File: src/rtl/vseq_pkg.sv
package vseq_pkg;

   typedef enum logic [1:0] {
      ST_IDLE = 2'd0,
      ST_RUN  = 2'd1,
      ST_FIN  = 2'd2
   } seq_state_e;

   typedef enum logic [1:0] {
      ACT_ISSUE    = 2'd0,
      ACT_ZERO     = 2'd1,
      ACT_SKIP_DST = 2'd2,
      ACT_SKIP_SRC = 2'd3
   } step_act_e;

   localparam int SUB_W = 2;

endpackage

File: src/rtl/vseq_pred_bit.sv
module vseq_pred_bit #(
   parameter int MAXVL  = 16,
   parameter int OFFS_W = 5
) (
   input  logic              en_i,
   input  logic              inv_i,
   input  logic [MAXVL-1:0]  mask_i,
   input  logic [OFFS_W-1:0] idx_i,
   output logic              bit_o
);
   logic [MAXVL-1:0] shifted;

   always_comb begin
      shifted = mask_i >> idx_i;
      bit_o   = en_i ? (shifted[0] ^ inv_i) : 1'b1;
   end
endmodule

File: src/rtl/vseq_offs_ctr.sv
module vseq_offs_ctr #(
   parameter int OFFS_W = 5
) (
   input  logic              clk,
   input  logic              rst_n,
   input  logic              clr_i,
   input  logic              inc_i,
   input  logic [OFFS_W-1:0] limit_i,
   output logic [OFFS_W-1:0] cnt_o,
   output logic              last_o
);
   localparam logic [OFFS_W-1:0] ONE = OFFS_W'(1);

   logic [OFFS_W-1:0] cnt_q;
   logic [OFFS_W-1:0] cnt_p1;

   assign cnt_p1 = cnt_q + ONE;
   assign last_o = (cnt_p1 == limit_i);
   assign cnt_o  = cnt_q;

   always_ff @(posedge clk or negedge rst_n) begin
      if (!rst_n)     cnt_q <= '0;
      else if (clr_i) cnt_q <= '0;
      else if (inc_i) cnt_q <= cnt_p1;
   end
endmodule

File: src/rtl/vseq_sub_ctr.sv
module vseq_sub_ctr #(
   parameter int SW = 2
) (
   input  logic          clk,
   input  logic          rst_n,
   input  logic          clr_i,
   input  logic          step_i,
   input  logic [SW-1:0] last_code_i,
   output logic [SW-1:0] sub_o,
   output logic          at_last_o
);
   logic [SW-1:0] sub_q;

   assign at_last_o = (sub_q == last_code_i);
   assign sub_o     = sub_q;

   always_ff @(posedge clk or negedge rst_n) begin
      if (!rst_n)      sub_q <= '0;
      else if (clr_i)  sub_q <= '0;
      else if (step_i) sub_q <= at_last_o ? '0 : sub_q + SW'(1);
   end
endmodule

File: src/rtl/vec_elem_seq.sv
module vec_elem_seq
   import vseq_pkg::*;
#(
   parameter int MAXVL  = 16,
   parameter int IDX_W  = $clog2(MAXVL),
   parameter int OFFS_W = $clog2(MAXVL + 1),
   parameter int VLI_W  = OFFS_W + 1
) (
   input  logic              clk,
   input  logic              rst_n,
   input  logic              start_i,
   input  logic [VLI_W-1:0]  vl_i,
   input  logic [1:0]        subvl_i,
   input  logic              dst_pen_i,
   input  logic [MAXVL-1:0]  dst_mask_i,
   input  logic              dst_inv_i,
   input  logic              src_pen_i,
   input  logic [MAXVL-1:0]  src_mask_i,
   input  logic              src_inv_i,
   input  logic              zeroing_i,
   input  logic              ffirst_i,
   input  logic              ready_i,
   input  logic              fail_i,
   output logic              busy_o,
   output logic              step_valid_o,
   output logic              step_zero_o,
   output logic [IDX_W-1:0]  src_offs_o,
   output logic [IDX_W-1:0]  dst_offs_o,
   output logic [1:0]        sub_offs_o,
   output logic              done_o,
   output logic [OFFS_W-1:0] eff_vl_o
);
   localparam int NSIDE = 2;   // index 0: source, 1: destination

   if (MAXVL < 2) begin : g_bad_maxvl
      $error("vec_elem_seq: MAXVL must be at least 2");
   end
   if (IDX_W != $clog2(MAXVL) || OFFS_W != $clog2(MAXVL + 1)) begin : g_bad_width
      $error("vec_elem_seq: derived widths must not be overridden");
   end

   seq_state_e state_q, state_d;
   step_act_e  act;

   logic [OFFS_W-1:0] vl_q;
   logic [SUB_W-1:0]  subvl_q;
   logic [MAXVL-1:0]  mask_q [NSIDE];
   logic              pen_q  [NSIDE];
   logic              inv_q  [NSIDE];
   logic              zero_q, ff_q;
   logic [OFFS_W-1:0] eff_q;

   logic [OFFS_W-1:0] vl_clamped;
   logic              accept;

   logic [OFFS_W-1:0] cnt   [NSIDE];
   logic              last  [NSIDE];
   logic              inc   [NSIDE];
   logic              pbit  [NSIDE];
   logic [SUB_W-1:0]  sub_cnt;
   logic              sub_last;

   logic run, adv, emit, fail_hit, grp_end, sub_step, end_hit;

   // ---------------- configuration capture ----------------
   assign accept = (state_q == ST_IDLE) && start_i;

   always_comb begin
      if (vl_i == '0)                        vl_clamped = OFFS_W'(1);
      else if (vl_i > VLI_W'(MAXVL))         vl_clamped = OFFS_W'(MAXVL);
      else                                   vl_clamped = vl_i[OFFS_W-1:0];
   end

   always_ff @(posedge clk or negedge rst_n) begin
      if (!rst_n) begin
         vl_q    <= OFFS_W'(1);
         subvl_q <= '0;
         zero_q  <= 1'b0;
         ff_q    <= 1'b0;
         for (int s = 0; s < NSIDE; s++) begin
            mask_q[s] <= '0;
            pen_q[s]  <= 1'b0;
            inv_q[s]  <= 1'b0;
         end
      end else if (accept) begin
         vl_q      <= vl_clamped;
         subvl_q   <= subvl_i;
         zero_q    <= zeroing_i;
         ff_q      <= ffirst_i;
         mask_q[0] <= src_mask_i;
         pen_q[0]  <= src_pen_i;
         inv_q[0]  <= src_inv_i;
         mask_q[1] <= dst_mask_i;
         pen_q[1]  <= dst_pen_i;
         inv_q[1]  <= dst_inv_i;
      end
   end

   // ---------------- per-side offset and predicate ----------------
   for (genvar g = 0; g < NSIDE; g++) begin : g_side
      vseq_offs_ctr #(.OFFS_W(OFFS_W)) u_ctr (
         .clk     (clk),
         .rst_n   (rst_n),
         .clr_i   (accept),
         .inc_i   (inc[g]),
         .limit_i (vl_q),
         .cnt_o   (cnt[g]),
         .last_o  (last[g])
      );

      vseq_pred_bit #(.MAXVL(MAXVL), .OFFS_W(OFFS_W)) u_pred (
         .en_i   (pen_q[g]),
         .inv_i  (inv_q[g]),
         .mask_i (mask_q[g]),
         .idx_i  (cnt[g]),
         .bit_o  (pbit[g])
      );
   end

   vseq_sub_ctr #(.SW(SUB_W)) u_sub (
      .clk         (clk),
      .rst_n       (rst_n),
      .clr_i       (accept),
      .step_i      (sub_step),
      .last_code_i (subvl_q),
      .sub_o       (sub_cnt),
      .at_last_o   (sub_last)
   );

   // ---------------- step decision ----------------
   always_comb begin
      if (pbit[1] && pbit[0])  act = ACT_ISSUE;
      else if (!pbit[1])       act = zero_q ? ACT_ZERO : ACT_SKIP_DST;
      else                     act = ACT_SKIP_SRC;
   end

   assign run      = (state_q == ST_RUN);
   assign adv      = run && ready_i;
   assign emit     = run && (act == ACT_ISSUE || act == ACT_ZERO);
   assign fail_hit = adv && (act == ACT_ISSUE) && ff_q && fail_i;
   assign sub_step = emit && adv && !fail_hit;
   assign grp_end  = sub_step && sub_last;

   assign inc[1]  = grp_end || (adv && act == ACT_SKIP_DST);
   assign inc[0]  = (grp_end && act == ACT_ISSUE) || (adv && act == ACT_SKIP_SRC);
   assign end_hit = (inc[1] && last[1]) || (inc[0] && last[0]);

   always_comb begin
      state_d = state_q;
      unique case (state_q)
         ST_IDLE: if (start_i)             state_d = ST_RUN;
         ST_RUN:  if (fail_hit || end_hit) state_d = ST_FIN;
         ST_FIN:                           state_d = ST_IDLE;
         default:                          state_d = ST_IDLE;
      endcase
   end

   always_ff @(posedge clk or negedge rst_n) begin
      if (!rst_n) begin
         state_q <= ST_IDLE;
         eff_q   <= '0;
      end else begin
         state_q <= state_d;
         if (fail_hit)     eff_q <= cnt[1];
         else if (end_hit) eff_q <= vl_q;
      end
   end

   // ---------------- outputs ----------------
   assign busy_o       = (state_q != ST_IDLE);
   assign done_o       = (state_q == ST_FIN);
   assign step_valid_o = emit;
   assign step_zero_o  = run && (act == ACT_ZERO);
   assign src_offs_o   = cnt[0][IDX_W-1:0];
   assign dst_offs_o   = cnt[1][IDX_W-1:0];
   assign sub_offs_o   = sub_cnt;
   assign eff_vl_o     = eff_q;

endmodule

File: config.mk
export PLATFORM = sky130hd
export DESIGN_NAME = vec_elem_seq
export DESIGN_NICKNAME = d
export VERILOG_FILES = /design/src/rtl/vseq_pkg.sv /design/src/rtl/vseq_pred_bit.sv /design/src/rtl/vseq_offs_ctr.sv /design/src/rtl/vseq_sub_ctr.sv /design/src/rtl/vec_elem_seq.sv
export SDC_FILE = /design/constraint.sdc
export NUM_CORES = 1
export LEC_CHECK = 0
export ABC_AREA = 1
export BUFFER_PORTS_ARGS = -buffer_cell sky130_fd_sc_hd__buf_2
export CORE_AREA = 2 2 92 94
export CTS_BUF_LIST = sky130_fd_sc_hd__clkbuf_2
export CTS_CLUSTER_DIAMETER = 200
export DETAILED_ROUTE_END_ITERATION = 12
export DIE_AREA = 0 0 94 96
export MAX_ROUTING_LAYER = met4
export PLACE_DENSITY = 0.68
export SLEW_MARGIN = 30
export SYNTH_ARGS = -nofsm -noshare
export SYNTH_HDL_FRONTEND = slang
export SYNTH_SLANG_ARGS = --single-unit
File: constraint.sdc
create_clock -name clk -period 2.1 [get_ports clk]
set_input_delay 0.42 -clock clk [delete_from_list [all_inputs] [get_ports clk]]
set_output_delay 0.42 -clock clk [all_outputs]
set_load 0.02 [all_outputs]
==> impl_metrics.yaml, run 1 <==
global_routing:
  grt_overflow: 0
  grt_antenna_before_repair: 0
  grt_max_degree: 41
  grt_use_total: 0.211
  grt_pass1_wl_um: 14500
  grt_pass1_vias: 3245
setup_path:
  endpoint_kind: "output pin"
  critPathLaunchType: "register"
  crit_chain: "buf_16 -> nand2_1 -> nand3_2 -> nand3_2 -> nand3_2 -> nand2_4 -> nand2_4 -> nand2_4 -> inv_4 -> nor2_4 -> nor2_4 -> nor2_4 -> buf_6"
  crit_type: "reg2out"
  cp_top_family: "simple AND/OR/NAND/NOR gates"
  critPathBufInv: 3
  cp_data_arrival_time_ns: 2.29
  slowest_stage: "dfrtp_2"
  crit_path_max_incr_delay_ns: 0.50
  path_max_fanout: 8
  worst-endpoint-required_ns: 1.68
die:
  rows: 33
  start_util: 0.434
  dieArea_um2: 9020
  die_h_um: 96
  core_area_um2: 8050
  die_w_um: 94
  ioPinCount: 70
clocking:
  cts.path.max_buffers: 2
  worstSkewPairLatency_ns: 0.51
  cts.reportedPaths.clkPinSlew_ns: 0.22
  cts_tree: "done"
  cts_made_buffers: 9
  cts-root-buf: "clkbuf_2"
  cts.htree.levels: 3
  clkSinkCount: 64
sta:
  max_freq_mhz: 370
  rsz0062_at_grt: "true"
  layout_setup_ws_ns: -0.606
  finalClockSkew_ns: 0.0391
  min_period_over_period: 1.29
  slew-limit-headroom: 0.590
  final-setup-viol-count: 21
  period_minus_slack_ns: 2.71
  final_hold_viol_count: 0
  worst_pin_slew_ns: 0.612
  final_max_slew_viol_count: 0
  setup_tns_ns: -8.95
placed_design:
  pre_cts_ws_ns: -0.133
  gp_congestion: 0.882
  numPortBuffers: 69
  place_hpwl_um: 6020
drt:
  viasPerCell: 4.85
  vias: 3173
  wl_per_cell_um: 13.2
  routed_wl_um: 8620
  drcViolationCount: 0
  drt-initial-drc-count: 202
  drt_first_pass_iters: 4
  ant_nets: 0
logic_synthesis:
  yosysMostFrequentCell: "nand2_1"
  synthCells: 446
  yosysWarnings: 0
  synthTopCellsByArea: "dfrtp_1 45%, nand2_1 15%, o21ai_0 7.4%"
  ys_seq_area_frac: 0.459
  synth_area_leader_cell: "dfrtp_1"
  ys_async_sr_fraction: 1.00
  syn-num-nets: 499
  synth_seq_cells: 64
  synth_edf_count: 0
  synth.distinct_cells: 33
  yosys-top-cells-count: "139 x nand2_1, 63 x dfrtp_1, 54 x inv_1, 52 x o21ai_0, 40 x nand3_1"
  synth_top_area_frac: 0.451
  netlist_area_um2: 3490
  synthFlopType: "dfrtp_1"
  syn_avg_cell_area_um2: 7.84
worst_hold_path:
  min_path_type: "in2reg"
finish:
  antenna_cells: 0
  syn_to_final_growth_pct: 30.2
  fin_nets: 597
  drive_gt1_frac: 0.333
power_and_ir_drop:
  total_power_mw: 7.03
  power_leakage_nw: 2.33
  power_density_nw_per_um2: 1540
  ir_drop_v: 0.000559
run_status:
  status: "finished with violations"
  violations: "negative setup slack"
run:
  drv_cap: 0
[where the power goes]
group / leakage [nW] / internal [mW] / total (mW) / switching [mW]
clock: 0.0643 / 0.273 / 0.758 / 0.484
combinational: 1.46 / 1.70 / 4.12 / 2.42
sequential: 0.807 / 1.78 / 2.15 / 0.370
[per-layer routing]
layer,track usage,wire length (um),vias up
li1,-,-,1596
met1,0.258,3770,1487
met2,0.340,4280,75
met3,0.0517,398,15
met4,0.0845,179,0
met5,-,0,-
[tightest hold or removal path: stages]
cell and delay (ns):
buf_2 0.07, nand2_1 0.04, o21ai_0 0.06
[flip-flops by register name, indices dropped and copies added, names as in the netlist, 2 cells and up]
register / count
mask_q: 32
g_side.u_ctr.cnt_o: 10
eff_vl_o: 5
vl_q: 5
inv_q: 2
pen_q: 2
state_q: 2
subvl_q: 2
u_sub.sub_o: 2
[timing repair]
action / 4_1_cts / 5_1_grt
cloned: 1 / 0
hold endpoints to repair: 12 / 0
setup buffers: 10 / 7
pin swaps: 10 / 18
hold buffers: 1 / 0
setup endpoints to repair: 20 / 21
resized for setup: 34 / 36
[cells by family after synthesis]
kind of cell / share of synthesized area
xor+xnor: 0.0326
fa+ha+maj: 0.00716
simple gates: 0.305
buf+inv: 0.0999
compound gates: 0.0963
flops: 0.459
[path summary, 6_finish.rpt]
path                                           from  depth (start not counted)  slack [ns]                       end
setup reg to reg           g_side[1].u_ctr.cnt_o[0]                         19       -0.49               eff_vl_o[2]
setup / recovery           g_side[1].u_ctr.cnt_o[0]                         13       -0.61              step_valid_o
max in group asynchronous                     rst_n                          3        1.05  g_side[0].u_ctr.cnt_o[0]
hold reg to reg                                ff_q                          2        0.50                      ff_q
min in group asynchronous                     rst_n                          2        0.30  g_side[1].u_ctr.cnt_o[0]
hold / removal                        dst_mask_i[7]                          3        0.09                 mask_q[7]
[per-stage QoR]
| stage | util | cell area [um2] | hold WS (ns) | std cells |
|---|---|---|---|---|
| 2_1_floorplan | - | 3490 | 0.124 | 446 |
| 3_3_place_gp | 0.499 | 4020 | 0.342 | 619 |
| 3_5_place_dp | 0.499 | 4020 | 0.348 | 619 |
| 4_1_cts | 0.542 | 4360 | 0.0478 | 647 |
| 5_1_grt | 0.565 | 4550 | 0.0360 | 654 |
| 6_report | 0.565 | 4550 | 0.0924 | 654 |
[cell usage in the layout, fill, tap and decap left out, drive strengths merged, types with 3 or more instances in the layout]
master	Yosys	layout
inv	57	59
clkinvlp	0	3
nand2	148	148
nor2	22	22
o21ai	52	52
xor2	11	11
nand3	50	50
dfrtp	63	63
a21oi	4	4
buf	12	109
clkbuf	11	9
[layout make-up]
cell class,count,area [um2]
clock buffer,9,45.0
clock inverter,7,71.3
fill,749,3500
inverter,58,225
multi-input combinational,301,1740
sequential,64,1610
tap,105,131
timing repair buffer,110,734
Power figures use the tool's default switching activity.
==> run 2, diff against run 1 <==
- SETUP_SLACK_MARGIN: default -> 0.02
==> run 2 against run 1 <==
Net effect:
- the run still ends with negative setup slack left
- clock-buffer cell count is the same
- clock power about the same
- first-iteration DRC count fell by 37%
- sequential power about the same
- power shrank 1.0%
- via count shrank 0.82%
- register-to-register slack barely moved
- flip-flop and latch count did not move
- routed wire length is 2.0% lower
- combinational power down 2%
==> impl_metrics.yaml, run 2 (same netlist as run 1, synthesis figures left out) <==
global_routing:
  grt_use_total: 0.203
  grt_overflow: 0
  grt_antenna_before_repair: 0
  grt_max_degree: 58
  grt_pass1_vias: 3076
  grt_pass1_wl_um: 13900
worst_hold_path:
  min_from: "src_mask_i[8]"
  min_path_type: "in2reg"
  min_delay_path_depth: 3
  min_to: "mask_q[24]"
clocking:
  cts-root-buf: "clkbuf_2"
  cts.htree.levels: 3
  cts_made_buffers: 9
  cts.reportedPaths.clkPinSlew_ns: 0.21
  cts.path.max_buffers: 2
  worstSkewPairLatency_ns: 0.52
  clkSinkCount: 64
  cts_tree: "done"
die:
  rows: 33
  die_h_um: 96
  ioPinCount: 70
  core_area_um2: 8050
  start_util: 0.434
  dieArea_um2: 9020
  die_w_um: 94
power_and_ir_drop:
  power_leakage_nw: 2.32
  power_density_nw_per_um2: 1540
  ir_drop_v: 0.000562
sta:
  max_freq_mhz: 375
  layout_setup_ws_ns: -0.569
  period_minus_slack_ns: 2.67
  final_hold_viol_count: 0
  setup_tns_ns: -7.42
  rsz0062_at_grt: "true"
  min_period_over_period: 1.27
  worst_pin_slew_ns: 0.682
  finalClockSkew_ns: 0.0283
  final_max_slew_viol_count: 0
  slew-limit-headroom: 0.543
  final-setup-viol-count: 21
drt:
  vias: 3147
  drt-initial-drc-count: 128
  drcViolationCount: 0
  viasPerCell: 4.83
  routed_wl_um: 8450
  ant_nets: 0
  drt_first_pass_iters: 5
  wl_per_cell_um: 13.0
finish:
  syn_to_final_growth_pct: 29.4
  mostFrequentLayoutCells: "133 x nand2_1, 67 x buf_2, 61 x dfrtp_1"
  fillers: 751
  final_core_util: 0.562
  antenna_cells: 0
  drive_gt1_frac: 0.330
  top_register: "mask_q"
  final_common_cell: "nand2_1"
  fin_nets: 594
  largest_reg_flops: 32
setup_path:
  cp_data_arrival_time_ns: 2.25
  slowest_stage: "dfrtp_2"
  crit_path_max_incr_delay_ns: 0.48
  r2r_cells: 21
  ff2ff_setup_slack_ns: -0.48
  endpoint_kind: "output pin"
  worst-endpoint-required_ns: 1.68
  path_max_fanout: 8
  crit_start: "g_side[1].u_ctr.cnt_o[0]"
  crit_type: "reg2out"
  critPathLaunchType: "register"
  reg2reg_from: "g_side[1].u_ctr.cnt_o[0]"
  crit_chain: "buf_12 -> nor2_1 -> nor2_1 -> nand2_1 -> nand3_2 -> nand3_2 -> nand2_4 -> nand2_4 -> nand2_4 -> clkinv_4 -> nor2_4 -> nor2_4 -> nor2_4 -> buf_6"
  r2r_end: "g_side[0].u_ctr.cnt_o[0]"
run:
  drv_cap: 0
placed_design:
  pre_cts_ws_ns: -0.122
  gp_congestion: 0.882
  numPortBuffers: 69
  place_hpwl_um: 5860
run_status:
  status: "finished with violations"
  violations: "negative setup slack"
## run 2: changes by cell type in the layout (fill, tap and decap cells not counted), moves of 3 or more
cell and change:
buf_6 -5, o21ai_0 +5, o21ai_1 -4, clkinv_4 +3, nand3_2 +3
## run 2: metrics by stage
step | hold slack (ns) | std cells | instance area [um2] | total power, mW
floorplan | 0.124 | 446 | 3500 | 4.43
global placement | 0.375 | 618 | 4040 | 5.22
detailed placement | 0.393 | 618 | 4040 | 5.33
CTS | 0.0417 | 645 | 4340 | 6.49
global route | 0.0197 | 651 | 4520 | 7.52
finish | 0.0678 | 651 | 4520 | 6.95
## run 2: power breakdown
part / leakage (nW) / switching (mW) / internal [mW]
clock network: 0.0679 / 0.487 / 0.273
registers: 0.807 / 0.366 / 1.78
logic: 1.44 / 2.40 / 1.66
total: 2.32 / 3.25 / 3.71
## run 2: cell type report
class                           instances  area, um2  share of cell area
Timing Repair Buffer                  107        718               0.159
Sequential cell                        64       1610               0.355
Inverter                               58        228              0.0504
Multi-Input combinational cell        301       1720               0.381
Clock inverter                          7       72.6              0.0160
Tap cell                              105        131              0.0291
Clock buffer                            9       45.0             0.00996
## run 2: worst max-delay path by stage
stage	to
2_1_floorplan	state_q[0]
3_3_place_gp	g_side[0].u_ctr.cnt_o[0]
3_5_place_dp	g_side[0].u_ctr.cnt_o[0]
4_1_cts	step_valid_o
5_1_grt	step_valid_o
6_report	step_valid_o
## run 2: routing by layer
metal / GRT usage / routed length (um) / vias up
li1: - / - / 1589
met1: 0.260 / 3990 / 1476
met2: 0.312 / 3950 / 68
met3: 0.0462 / 349 / 14
met4: 0.0845 / 157 / 0
met5: - / 0 / -
## run 2: critical path: cells and delay by family, from the launching register on
kind | cells | cell delay, ns
flops | 1 | 0.48
buf+inv | 3 | 0.33
simple gates | 11 | 0.95
## run 2: what timing repair did
action / in CTS / in global routing
endpoints found under the setup margin: 19 / 21
pin swaps: 11 / 16
hold buffers: 1 / 0
gates resized for setup: 23 / 33
hold endpoints to repair: 15 / 0
setup buffers: 10 / 7
gates cloned: 1 / 0
